### src/rtl/lut_alu_pkg.sv
package lut_alu_pkg;
  typedef enum logic [4:0] {
    OP_ADD  = 5'h00, OP_OR   = 5'h01, OP_ADC  = 5'h02, OP_SBB  = 5'h03,
    OP_AND  = 5'h04, OP_SUB  = 5'h05, OP_XOR  = 5'h06, OP_CMP  = 5'h07,
    OP_ROL  = 5'h08, OP_ROR  = 5'h09, OP_RCL  = 5'h0A, OP_RCR  = 5'h0B,
    OP_SHL  = 5'h0C, OP_SHR  = 5'h0D, OP_ONES = 5'h0E, OP_SAR  = 5'h0F,
    OP_PASS = 5'h10, OP_INC  = 5'h18, OP_DEC  = 5'h19, OP_INV  = 5'h1A,
    OP_NEG  = 5'h1B, OP_INC2 = 5'h1C, OP_DEC2 = 5'h1D
  } op_e;

  typedef enum logic [2:0] {CIN_ZERO, CIN_ONE, CIN_CF, CIN_NCF, CIN_TOP} cin_e;
  typedef enum logic [1:0] {FILL_ZERO, FILL_TOP, FILL_LSB, FILL_CF} fill_e;

  // propagate table indexed by {a,b}; generate table indexed by b, gated by a
  localparam logic [3:0] P_XOR  = 4'b0110;
  localparam logic [3:0] P_XNOR = 4'b1001;
  localparam logic [3:0] P_AND  = 4'b1000;
  localparam logic [3:0] P_OR   = 4'b1110;
  localparam logic [3:0] P_A    = 4'b1100;
  localparam logic [3:0] P_NA   = 4'b0011;
  localparam logic [3:0] P_ONE  = 4'b1111;
  localparam logic [1:0] G_NONE = 2'b00;
  localparam logic [1:0] G_AB   = 2'b10;
  localparam logic [1:0] G_ANB  = 2'b01;
  localparam logic [1:0] G_A    = 2'b11;

  typedef struct packed {
    logic [3:0] pctl;
    logic [1:0] gctl;
    cin_e       cin;
    fill_e      fill;
    logic       borrow;
    logic       hold0;
    logic       rshift;
    logic       dup;
    logic       keep_a;
  } ctl_t;
endpackage

### src/rtl/lut_alu_slice.sv
module lut_alu_slice (
  input  logic       a_i,
  input  logic       b_i,
  input  logic       c_i,
  input  logic [3:0] pctl_i,
  input  logic [1:0] gctl_i,
  output logic       s_o,
  output logic       c_o
);
  logic p, g;
  assign p   = pctl_i[{a_i, b_i}];
  assign g   = a_i & gctl_i[b_i];
  assign s_o = p ^ c_i;
  assign c_o = g | (p & c_i);
endmodule

### src/rtl/lut_alu_decode.sv
module lut_alu_decode
  import lut_alu_pkg::*;
(
  input  logic [4:0] op_i,
  output ctl_t       ctl_o
);
  always_comb begin
    ctl_o = '{pctl: P_A, gctl: G_NONE, cin: CIN_ZERO, fill: FILL_ZERO,
              borrow: 1'b0, hold0: 1'b0, rshift: 1'b0, dup: 1'b0, keep_a: 1'b0};
    case (op_i)
      OP_ADD:  begin ctl_o.pctl = P_XOR;  ctl_o.gctl = G_AB; end
      OP_ADC:  begin ctl_o.pctl = P_XOR;  ctl_o.gctl = G_AB; ctl_o.cin = CIN_CF; end
      OP_SUB:  begin ctl_o.pctl = P_XNOR; ctl_o.gctl = G_ANB; ctl_o.cin = CIN_ONE; ctl_o.borrow = 1'b1; end
      OP_CMP:  begin ctl_o.pctl = P_XNOR; ctl_o.gctl = G_ANB; ctl_o.cin = CIN_ONE; ctl_o.borrow = 1'b1;
                     ctl_o.keep_a = 1'b1; end
      OP_SBB:  begin ctl_o.pctl = P_XNOR; ctl_o.gctl = G_ANB; ctl_o.cin = CIN_NCF; ctl_o.borrow = 1'b1; end
      OP_AND:  ctl_o.pctl = P_AND;
      OP_OR:   ctl_o.pctl = P_OR;
      OP_XOR:  ctl_o.pctl = P_XOR;
      OP_INV:  ctl_o.pctl = P_NA;
      OP_ONES: ctl_o.pctl = P_ONE;
      OP_INC:  ctl_o.cin = CIN_ONE;
      OP_DEC:  begin ctl_o.pctl = P_NA; ctl_o.gctl = G_A; ctl_o.borrow = 1'b1; end
      OP_NEG:  begin ctl_o.pctl = P_NA; ctl_o.cin = CIN_ONE; ctl_o.borrow = 1'b1; end
      OP_INC2: begin ctl_o.cin = CIN_ONE; ctl_o.hold0 = 1'b1; end
      OP_DEC2: begin ctl_o.pctl = P_NA; ctl_o.gctl = G_A; ctl_o.borrow = 1'b1; ctl_o.hold0 = 1'b1; end
      // left moves: operand added to itself
      OP_SHL:  begin ctl_o.pctl = P_XOR; ctl_o.gctl = G_AB; ctl_o.dup = 1'b1; end
      OP_ROL:  begin ctl_o.pctl = P_XOR; ctl_o.gctl = G_AB; ctl_o.dup = 1'b1; ctl_o.cin = CIN_TOP; end
      OP_RCL:  begin ctl_o.pctl = P_XOR; ctl_o.gctl = G_AB; ctl_o.dup = 1'b1; ctl_o.cin = CIN_CF; end
      OP_SHR:  ctl_o.rshift = 1'b1;
      OP_SAR:  begin ctl_o.rshift = 1'b1; ctl_o.fill = FILL_TOP; end
      OP_ROR:  begin ctl_o.rshift = 1'b1; ctl_o.fill = FILL_LSB; end
      OP_RCR:  begin ctl_o.rshift = 1'b1; ctl_o.fill = FILL_CF; end
      default: ;
    endcase
  end
endmodule

### src/rtl/lut_alu.sv
module lut_alu
  import lut_alu_pkg::*;
#(
  parameter int W = 16
) (
  input  logic         clk_i,
  input  logic         rst_ni,
  input  logic [4:0]   op_i,
  input  logic [W-1:0] a_i,
  input  logic [W-1:0] b_i,
  input  logic         carry_i,
  input  logic         byte_i,
  output logic [W-1:0] result_o,
  output logic         zero_o,
  output logic         sign_o,
  output logic         carry_o,
  output logic         ovf_o,
  output logic         parity_o
);
  localparam int BW = 8;
  localparam logic [W-1:0] BYTE_MASK = {{(W-BW){1'b0}}, {BW{1'b1}}};

  ctl_t ctl;
  lut_alu_decode u_dec (.op_i(op_i), .ctl_o(ctl));

  logic [W-1:0] b_eff, sum, c_in, c_out, shr_res, mask, raw, res_d;
  logic top_a, cin0, fill, cout_eff, cin_top, carry_d, ovf_d;

  assign b_eff = ctl.dup ? a_i : b_i;
  assign top_a = byte_i ? a_i[BW-1] : a_i[W-1];

  always_comb begin
    case (ctl.cin)
      CIN_ONE: cin0 = 1'b1;
      CIN_CF:  cin0 = carry_i;
      CIN_NCF: cin0 = ~carry_i;
      CIN_TOP: cin0 = top_a;
      default: cin0 = 1'b0;
    endcase
  end

  for (genvar i = 0; i < W; i++) begin : g_slice
    logic [3:0] pl;
    logic [1:0] gl;
    if (i == 0) begin : g_lsb
      // bit 0 passes through when the step is injected at bit 1
      assign pl      = ctl.hold0 ? P_A : ctl.pctl;
      assign gl      = ctl.hold0 ? G_NONE : ctl.gctl;
      assign c_in[0] = ctl.hold0 ? 1'b0 : cin0;
    end else if (i == 1) begin : g_b1
      assign pl      = ctl.pctl;
      assign gl      = ctl.gctl;
      assign c_in[1] = ctl.hold0 ? cin0 : c_out[0];
    end else begin : g_up
      assign pl      = ctl.pctl;
      assign gl      = ctl.gctl;
      assign c_in[i] = c_out[i-1];
    end
    lut_alu_slice u_slice (
      .a_i(a_i[i]), .b_i(b_eff[i]), .c_i(c_in[i]),
      .pctl_i(pl), .gctl_i(gl), .s_o(sum[i]), .c_o(c_out[i])
    );
  end

  always_comb begin
    case (ctl.fill)
      FILL_TOP: fill = top_a;
      FILL_LSB: fill = a_i[0];
      FILL_CF:  fill = carry_i;
      default:  fill = 1'b0;
    endcase
  end

  always_comb begin
    shr_res = '0;
    if (byte_i) shr_res[BW-1:0] = {fill, a_i[BW-1:1]};
    else        shr_res         = {fill, a_i[W-1:1]};
  end

  assign mask     = byte_i ? BYTE_MASK : '1;
  assign raw      = (ctl.rshift ? shr_res : sum) & mask;
  assign res_d    = (ctl.keep_a ? a_i : raw) & mask;
  assign cout_eff = byte_i ? c_out[BW-1] : c_out[W-1];
  assign cin_top  = byte_i ? c_in[BW-1]  : c_in[W-1];
  assign carry_d  = ctl.rshift ? a_i[0] : (ctl.borrow ^ cout_eff);
  assign ovf_d    = ctl.rshift ? 1'b0 : (cin_top ^ cout_eff);

  always_ff @(posedge clk_i or negedge rst_ni) begin
    if (!rst_ni) begin
      result_o <= '0;
      zero_o   <= 1'b0;
      sign_o   <= 1'b0;
      carry_o  <= 1'b0;
      ovf_o    <= 1'b0;
      parity_o <= 1'b0;
    end else begin
      result_o <= res_d;
      zero_o   <= (raw == '0);
      sign_o   <= byte_i ? raw[BW-1] : raw[W-1];
      carry_o  <= carry_d;
      ovf_o    <= ovf_d;
      parity_o <= ~^raw[BW-1:0];
    end
  end

  AST_CMP_KEEPS_A: assert property (@(posedge clk_i) disable iff (!rst_ni)
    (op_i == OP_CMP && !byte_i) |=> result_o == $past(a_i));
  AST_CMP_EQUAL_ZERO: assert property (@(posedge clk_i) disable iff (!rst_ni)
    (op_i == OP_CMP && a_i == b_i) |=> (zero_o && !carry_o && !ovf_o));
  AST_LOGIC_NO_CV: assert property (@(posedge clk_i) disable iff (!rst_ni)
    (op_i == OP_AND || op_i == OP_OR || op_i == OP_XOR) |=> (!carry_o && !ovf_o));
  AST_BYTE_UPPER_CLEAR: assert property (@(posedge clk_i) disable iff (!rst_ni)
    byte_i |=> result_o[W-1:BW] == '0);
  AST_SHR_CARRY: assert property (@(posedge clk_i) disable iff (!rst_ni)
    (op_i == OP_SHR) |=> (carry_o == $past(a_i[0]) && !ovf_o));
  AST_ADD_ZERO_ID: assert property (@(posedge clk_i) disable iff (!rst_ni)
    (op_i == OP_ADD && b_i == '0 && !byte_i) |=> (result_o == $past(a_i) && !carry_o));
endmodule

### config.mk
export PLATFORM = sky130hd
export DESIGN_NAME = lut_alu
export DESIGN_NICKNAME = d
export VERILOG_FILES = /design/src/rtl/lut_alu_pkg.sv /design/src/rtl/lut_alu_slice.sv /design/src/rtl/lut_alu_decode.sv /design/src/rtl/lut_alu.sv
export SDC_FILE = /design/constraint.sdc
export NUM_CORES = 1
export LEC_CHECK = 0
export ABC_AREA = 1
export BUFFER_PORTS_ARGS = -buffer_cell sky130_fd_sc_hd__buf_2
export CELL_PAD_IN_SITES_DETAIL_PLACEMENT = 1
export CELL_PAD_IN_SITES_GLOBAL_PLACEMENT = 1
export CORE_MARGIN = 2
export CORE_UTILIZATION = 38
export DETAILED_ROUTE_END_ITERATION = 8
export PLACE_DENSITY_LB_ADDON = 0.2
export SYNTH_ARGS = -nofsm -noshare
export SYNTH_HDL_FRONTEND = slang
export SYNTH_SLANG_ARGS = --single-unit
### constraint.sdc
create_clock -name clk_i -period 0.8 [get_ports clk_i]
set_clock_uncertainty 0.2 [all_clocks]
set_input_delay 0.12 -clock clk_i [delete_from_list [all_inputs] [get_ports clk_i]]
set_output_delay 0.12 -clock clk_i [all_outputs]
set_load 0.03 [all_outputs]
==> metrics, run 1 <==
Failed at=5_1_grt; height of the die=89.2 um; Adder-Cell Fraction of Synth Area=0.0908; pre-CTS WS=-6.34 ns; Avg Inst Size Synth=6.19 sq um; root buffer cell=clkbuf_8; Max Root-Sink Buffers=2; Overall Global Routing Usage=0.783; combinational family with the most area after synthesis=compound AO/OA/AOI/OAI gates; Syn. warnings=0; Synth Area in Simple Gates=0.282; Synth Area in Compound Gates=0.298; CTS buffer count=3; Cell variety after synth=35; Syn Std Cell Area=2760 sq um; DIE WIDTH=89.2 um; Worst EP kind=sequential cell input; Initial Util=0.386; GP Congestion=0.935; Syn Nets=506; mux contribution to synthesized area=0; FF+latch count, synth=21; Worst EP post-GRT repair=zero_o$_DFF_PN0_/D; sequential area share after synthesis=0.191; # IOs=62; top-area cell type share of the netlist area=0.191; xor/xnor share of the synthesized area=0.00953; clock sink count=21; grt ovf=107; Final HPWL DP=9550 um; IO buf count=61; Syn Inst Count=445; cell taking the most area after synthesis=dfrtp_1; status=aborted with a tool error; largest net degree at the start of global routing=30; H-tree depth=1; Area contributors post-synth=dfrtp_1 19%, nand2_1 14%, ha_1 9.1%; stop err=[ERROR GRT-0232] Routing congestion too high. Check the congestion heatmap in the GUI.; Rows=31
[per-layer routing]
layer,GRT usage,GRT overflow
met5,0.0584,0
met4,0.910,53
met3,0.586,2
met2,0.972,52
met1,0.756,0
[synth_stat cells, drive strengths merged]
master	number
a21oi	43
ha	20
o211a	1
nand3	22
clkbuf	7
nand3b	1
nand2	103
nand4	6
dfrtp	21
a31o	5
or2	1
a31oi	4
o21ai	73
a211oi	1
nor2	43
nor3	4
buf	12
xnor2	3
inv	60
o21a	1
a32oi	2
a21o	4
o211ai	8
[repair_timing]
action	4_1_cts
resized for setup	135
pin swaps	40
setup endpoints to repair	42
endpoints found under the hold margin	21
buffers inserted	25
[through the flow]
stage	area, sq um	cells	setup TNS, ns	util
after CTS	4880	739	-88.30	0.684
after global placement	4180	711	-88.46	0.586
after floorplan	2930	445	-81.75	-
after detailed placement	4180	711	-92.16	0.586
[kinds of logic after synthesis]
group / after synthesis
buffers and inverters: 79
XOR/XNOR: 3
AND/OR/NAND/NOR: 180
flip-flops: 21
adder cells (fa/ha/maj): 20
AO/OA/AOI/OAI: 142
==> run 2: changes to the inputs <==
--- a/config.mk
+++ b/config.mk
@@ -7,12 +7,10 @@
 export LEC_CHECK = 0
 export ABC_AREA = 1
 export BUFFER_PORTS_ARGS = -buffer_cell sky130_fd_sc_hd__buf_2
-export CELL_PAD_IN_SITES_DETAIL_PLACEMENT = 1
-export CELL_PAD_IN_SITES_GLOBAL_PLACEMENT = 1
 export CORE_MARGIN = 2
-export CORE_UTILIZATION = 38
+export CORE_UTILIZATION = 30
 export DETAILED_ROUTE_END_ITERATION = 8
-export PLACE_DENSITY_LB_ADDON = 0.2
+export PLACE_DENSITY_LB_ADDON = 0.15
 export SYNTH_ARGS = -nofsm -noshare
 export SYNTH_HDL_FRONTEND = slang
 export SYNTH_SLANG_ARGS = --single-unit
==> metrics, run 2 <==
status=complete, but fails checks; failing checks=hold timing, setup timing; # IOs=62 (unchanged); most frequent cells in the layout=144 x buf_4, 86 x nand2_1, 46 x inv_1, 35 x buf_2; worst vdd ir=0.990 mV; critical path capture point type=flip-flop; Hold Path Class=in2async; Detail Route Antenna Nets=0; fmax=0.151 GHz; Leak Pwr=0.00260 uW; Nets=710; Rows=34 (+9.7%); Cell Pwr Density=1350 nW/um^2; Hold Fails Final Rpt=22; # diodes=0; Area contributors post-synth=dfrtp_1 19%, nand2_1 14%, ha_1 9.1%; most common cell after layout, fill and taps aside=buf_4; Synth async-reset ratio=1.00 (unchanged); Syn Std Cell Area=2760 sq um (unchanged); Final HPWL DP=7890 um (-17%); clock sink count=21 (unchanged); commonest cells in the netlist=101 x nand2_1, 54 x inv_1, 45 x o21ai_0; root buffer cell=clkbuf_8; Top cell by count, worst path=ha_4; IO buf count=61 (unchanged); DP Area=4190 sq um (about the same); layout cells sized above 1=0.498; final setup margin=-5.80 ns; critical path's slowest cell=a211oi_4; Syn Inst Count=445 (unchanged); max reg flops=16; top-area cell type share of the netlist area=0.191 (unchanged); Bufs and invs on worst path=8; first drt pass iteration count=5; mux contribution to synthesized area=0 (unchanged); Cell variety after synth=35 (unchanged); Tmin final=6.60 ns; xor/xnor share of the synthesized area=0.00953 (unchanged); EDFF count, synth=0 (unchanged); Max Root-Sink Buffers=2 (unchanged); remaining design rule violation count=0; Synth Area in Compound Gates=0.298 (unchanged); first-pass GRT wire length=17,300 um; kind of critical path=in2reg; Max Transition Viols Final=0; H-tree depth=1 (unchanged); Multi-input gate area=2320 sq um; DIE WIDTH=99.9 um (+12%); CTS buffer count=3 (unchanged); Vias/cell=5.00; Top delay family on crit path=adder cells; Rel. slew slack=0.691; CORE AREA=8810 sq um; FF+latch count, synth=21 (unchanged); largest net degree at the start of global routing=26; Slew @ Worst Pin=0.464 ns; fillers=834; Synth Area in Simple Gates=0.282 (unchanged); MaxCap Viol Count=0; Biggest register=result_o; Total Wirelength=10,800 um; sequential area share after synthesis=0.191 (unchanged); Avg Inst Size Synth=6.19 sq um (unchanged); Final Instance Area=4990 sq um; Overall Global Routing Usage=0.213; WP data arrival=6.54 ns; setup violators final=42; Vias=3,779; slowest stage delay, CP=0.22 ns; grt ovf=0; FF+latch area=526 sq um; combinational family with the most area after synthesis=compound AO/OA/AOI/OAI gates; Initial Util=0.313 (-0.0732); WL per Instance=14.2 um; Adder-Cell Fraction of Synth Area=0.0908 (unchanged); worst hold slack=-0.392 ns; CP Max Fanout=5; RSZ-0062 raised after global routing=true; vias in the first global route=3,755; worst endpoint required time=0.74 ns; Initial DRC Count=202; Area growth syn-to-layout=81.2%; Core Util, Final=0.567; cell taking the most area after synthesis=dfrtp_1; crit share post-route=8.26; Syn. warnings=0 (unchanged); total power=6740 uW; clk slew on worst S/H paths=0.07 ns; GP Congestion=0.923 (-1.3%); Syn Nets=506 (unchanged); Worst Setup Start Kind=input port; count leader, synth=nand2_1; height of the die=99.9 um (+12%); Top FF cell, synth=dfrtp_1; initial antenna violation count=0; pre-CTS WS=-6.12 ns (+0.222 ns); CTS tree=done; Die ar.=9970 sq um
-- run 2: path summary, 6_finish.rpt --
path                          from                      to  cells after the start
min in group clk_i          a_i[1]   result_o[1]$_DFF_PN0_                      3
min                         rst_ni  result_o[13]$_DFF_PN0_                      1
max in group asynchronous   rst_ni   result_o[6]$_DFF_PN0_                      1
max                        op_i[1]       carry_o$_DFF_PN0_                     55
-- run 2: cells by family (layout without fill, tap and decap cells) --
group / count (synthesis) / after routing
AO/OA/AOI/OAI: 142 / 142
XOR/XNOR: 3 / 3
adder cells (fa/ha/maj): 20 / 20
buffers and inverters: 79 / 282
flip-flops: 21 / 21
AND/OR/NAND/NOR: 180 / 180
-- run 2: through the flow --
stage / instances / TNS, ns
after global placement: 714 / -89.29
after detailed placement: 714 / -89.37
after global routing: 756 / -93.96
after floorplan: 445 / -81.75
final: 756 / -87.75
after CTS: 747 / -87.85
-- run 2: where the power goes --
group	total [uW]	switching [uW]	internal, uW	leakage (uW)
combinational	4700	2320	2380	0.00232
clock	672	318	354	0.0000228
sequential	1370	97.8	1270	0.000262
total	6740	2730	4000	0.00260
-- run 2: metal layers --
| metal | GRT usage | part of all wire |
|---|---|---|
| met4 | 0.0558 | 0.028 |
| met2 | 0.383 | 0.50 |
| met1 | 0.273 | 0.43 |
| met5 | 0 | 0 |
| met3 | 0.0230 | 0.042 |
-- run 2: cell type report --
class	count	share of cell area
multi-input combinational	345	0.464
timing repair buffer	218	0.349
sequential	21	0.105
inverter	60	0.0461
tap	108	0.0271
clock buffer	4	0.00902
-- run 2: what timing repair did --
item / in CTS / in global routing
pin swaps: 29 / 29
resized for setup: 87 / 46
hold endpoints to repair: 23 / 22
buffers inserted: 29 / 10
setup endpoints to repair: 42 / 42
cloned: 0 / 0
Power figures use the tool's default switching activity.
==> run 3: changes to the inputs <==
--- a/config.mk
+++ b/config.mk
@@ -7,6 +7,7 @@
 export LEC_CHECK = 0
 export ABC_AREA = 1
 export BUFFER_PORTS_ARGS = -buffer_cell sky130_fd_sc_hd__buf_2
+export CORE_ASPECT_RATIO = 0.8
 export CORE_MARGIN = 2
 export CORE_UTILIZATION = 30
 export DETAILED_ROUTE_END_ITERATION = 8
==> constraint.sdc (replaced) <==
create_clock -name clk_i -period 6.4 [get_ports clk_i]
set_clock_uncertainty 0.2 [all_clocks]
set_input_delay 0.96 -clock clk_i [delete_from_list [all_inputs] [get_ports clk_i]]
set_output_delay 0.96 -clock clk_i [all_outputs]
set_load 0.03 [all_outputs]
==> metrics, run 3 (same netlist as run 2, synthesis figures left out) <==
Worst Setup Start Kind=input port; Die ar.=9980 sq um (about the same); clock sink count=21 (unchanged); first-pass GRT wire length=16,200 um (-6.6%); Tmin final=7.42 ns; Max Transition Viols Final=0 (unchanged); Final HPWL DP=7410 um (-6.0%); Hold Fails Final Rpt=0 (-100%); setup violators final=8 (-81%); Biggest register=result_o; clk slew on worst S/H paths=0.06 ns (about the same); GRT met2 Usage=0.310 (-0.0726); GP Congestion=0.886 (-4.0%); CP Max Fanout=6 (+1); hold-fix buffers at CTS=0; initial antenna violation count=0 (unchanged); critical path's slowest cell=ha_4; final setup margin=-1.02 ns (+4.78 ns); MaxCap Viol Count=0 (unchanged); IO buf count=61 (unchanged); Vias=3,394 (-10%); pre-CTS WS=-1.44 ns (+4.67 ns); Total Wirelength=9580 um (-11%); slowest stage delay, CP=0.26 ns (+0.04 ns); WL per Instance=14.1 um (-0.56%); CTS tree=done; worst hold slack=0.452 ns (+0.843 ns); CP endpoint=sign_o$_DFF_PN0_; remaining design rule violation count=0 (unchanged); Leak Pwr=0.00209 uW (-19%); Top cell by count, worst path=ha_2; largest net degree at the start of global routing=33 (+27%); failing checks=setup timing; Rows=31 (-8.8%); H-tree depth=1 (unchanged); Hold Path Class=in2async; vias in the first global route=3,266 (-13%); layout cells sized above 1=0.363 (-0.135); worst vdd ir=0.178 mV (-82%); Area growth syn-to-layout=42.6%; grt ovf=0 (unchanged); Core Util, Final=0.437 (-0.130); max reg flops=16 (unchanged); Nets=624 (-12%); # diodes=0 (unchanged); GR peak layer=met2; height of the die=89.7 um (-10%); Slew @ Worst Pin=1.05 ns (+0.584 ns); kind of critical path=in2reg; Crit. Startpoint=op_i[1]; WP data arrival=7.41 ns (+0.87 ns); met1 Resource Use GR=0.289 (+0.0153); CTS buffer count=3 (unchanged); Overall Global Routing Usage=0.195 (-0.0187); critical path capture point type=flip-flop; DIE WIDTH=111 um (+11%); Cell Pwr Density=183 nW/um^2 (-86%); Max Root-Sink Buffers=2 (unchanged); Initial Util=0.306 (-0.00670); # IOs=62 (unchanged); Detail Route Antenna Nets=0 (unchanged); most common cell after layout, fill and taps aside=nand2_1; first drt pass iteration count=5 (unchanged); Vias/cell=5.01 (+0.29%); root buffer cell=clkbuf_16; RSZ-0062 raised after global routing=true; met3 Resource Use GR=0.0209 (-0.00208); Rel. slew slack=0.300 (-0.391); Initial DRC Count=196 (-3.0%); CORE AREA=9000 sq um (+2.2%); worst endpoint required time=6.39 ns (+5.65 ns); fmax=0.135 GHz; status=complete, but fails checks; crit share post-route=1.16; most frequent cells in the layout=93 x nand2_1, 73 x buf_4, 56 x buf_2, 48 x inv_1, 41 x o21ai_0
-- run 3: cell types whose count changed in the layout (fill, tap and decap cells not counted), sizes merged --
cell / delta
buf: -86
-- run 3: report_power, final --
group	switching, uW	internal [uW]
combinational	249	173
sequential	4.82	158
clock	48.5	84.9
-- run 3: area by class of cell --
type,instances,area (sq um)
flip-flops and latches,21,526
multi-input cells,345,2080
inverters,60,228
clock buffers,4,78.8
well taps,115,144
repair buffers,132,870
fillers,991,5070
-- run 3: worst min-delay path by stage --
stage	cells after the start	endpoint	slack (ns)
floorplan	0	carry_o$_DFF_PN0_	0.46
global route	1	sign_o$_DFF_PN0_	0.50
finish	1	zero_o$_DFF_PN0_	0.45
detailed placement	1	result_o[2]$_DFF_PN0_	0.74
CTS	1	sign_o$_DFF_PN0_	0.47
global placement	1	result_o[3]$_DFF_PN0_	0.73
-- run 3: what timing repair did --
item,4_1_cts,5_1_grt
setup endpoints to repair,8,9
buffers inserted,3,1
gates resized for setup,25,15
pin swaps,22,20
-- run 3: stage by stage --
| stage | instances | total power, uW | TNS [ns] | cell area (sq um) |
|---|---|---|---|---|
| after detailed placement | 669 | 565 | -9.72 | 3660 |
| after global routing | 677 | 778 | -9.06 | 3930 |
| after global placement | 669 | 561 | -9.47 | 3660 |
| final | 677 | 719 | -6.32 | 3930 |
| after floorplan | 445 | 428 | -6.34 | 2840 |
| after CTS | 676 | 710 | -6.71 | 3860 |
-- run 3: routing by layer --
layer,vias to the layer above,routed length [um]
li1,1721,-
met1,1581,4910
met2,86,4200
met3,6,388
met4,0,72
met5,-,0
-- run 3: worst max-delay path: cells and delay by family --
| family | cells | cell delay, ns |
|---|---|---|
| and+or+nand+nor | 13 | 0.92 |
| adders and majority gates | 16 | 2.74 |
| AOI/OAI and AO/OA | 16 | 2.21 |
| buffers and inverters | 8 | 0.56 |
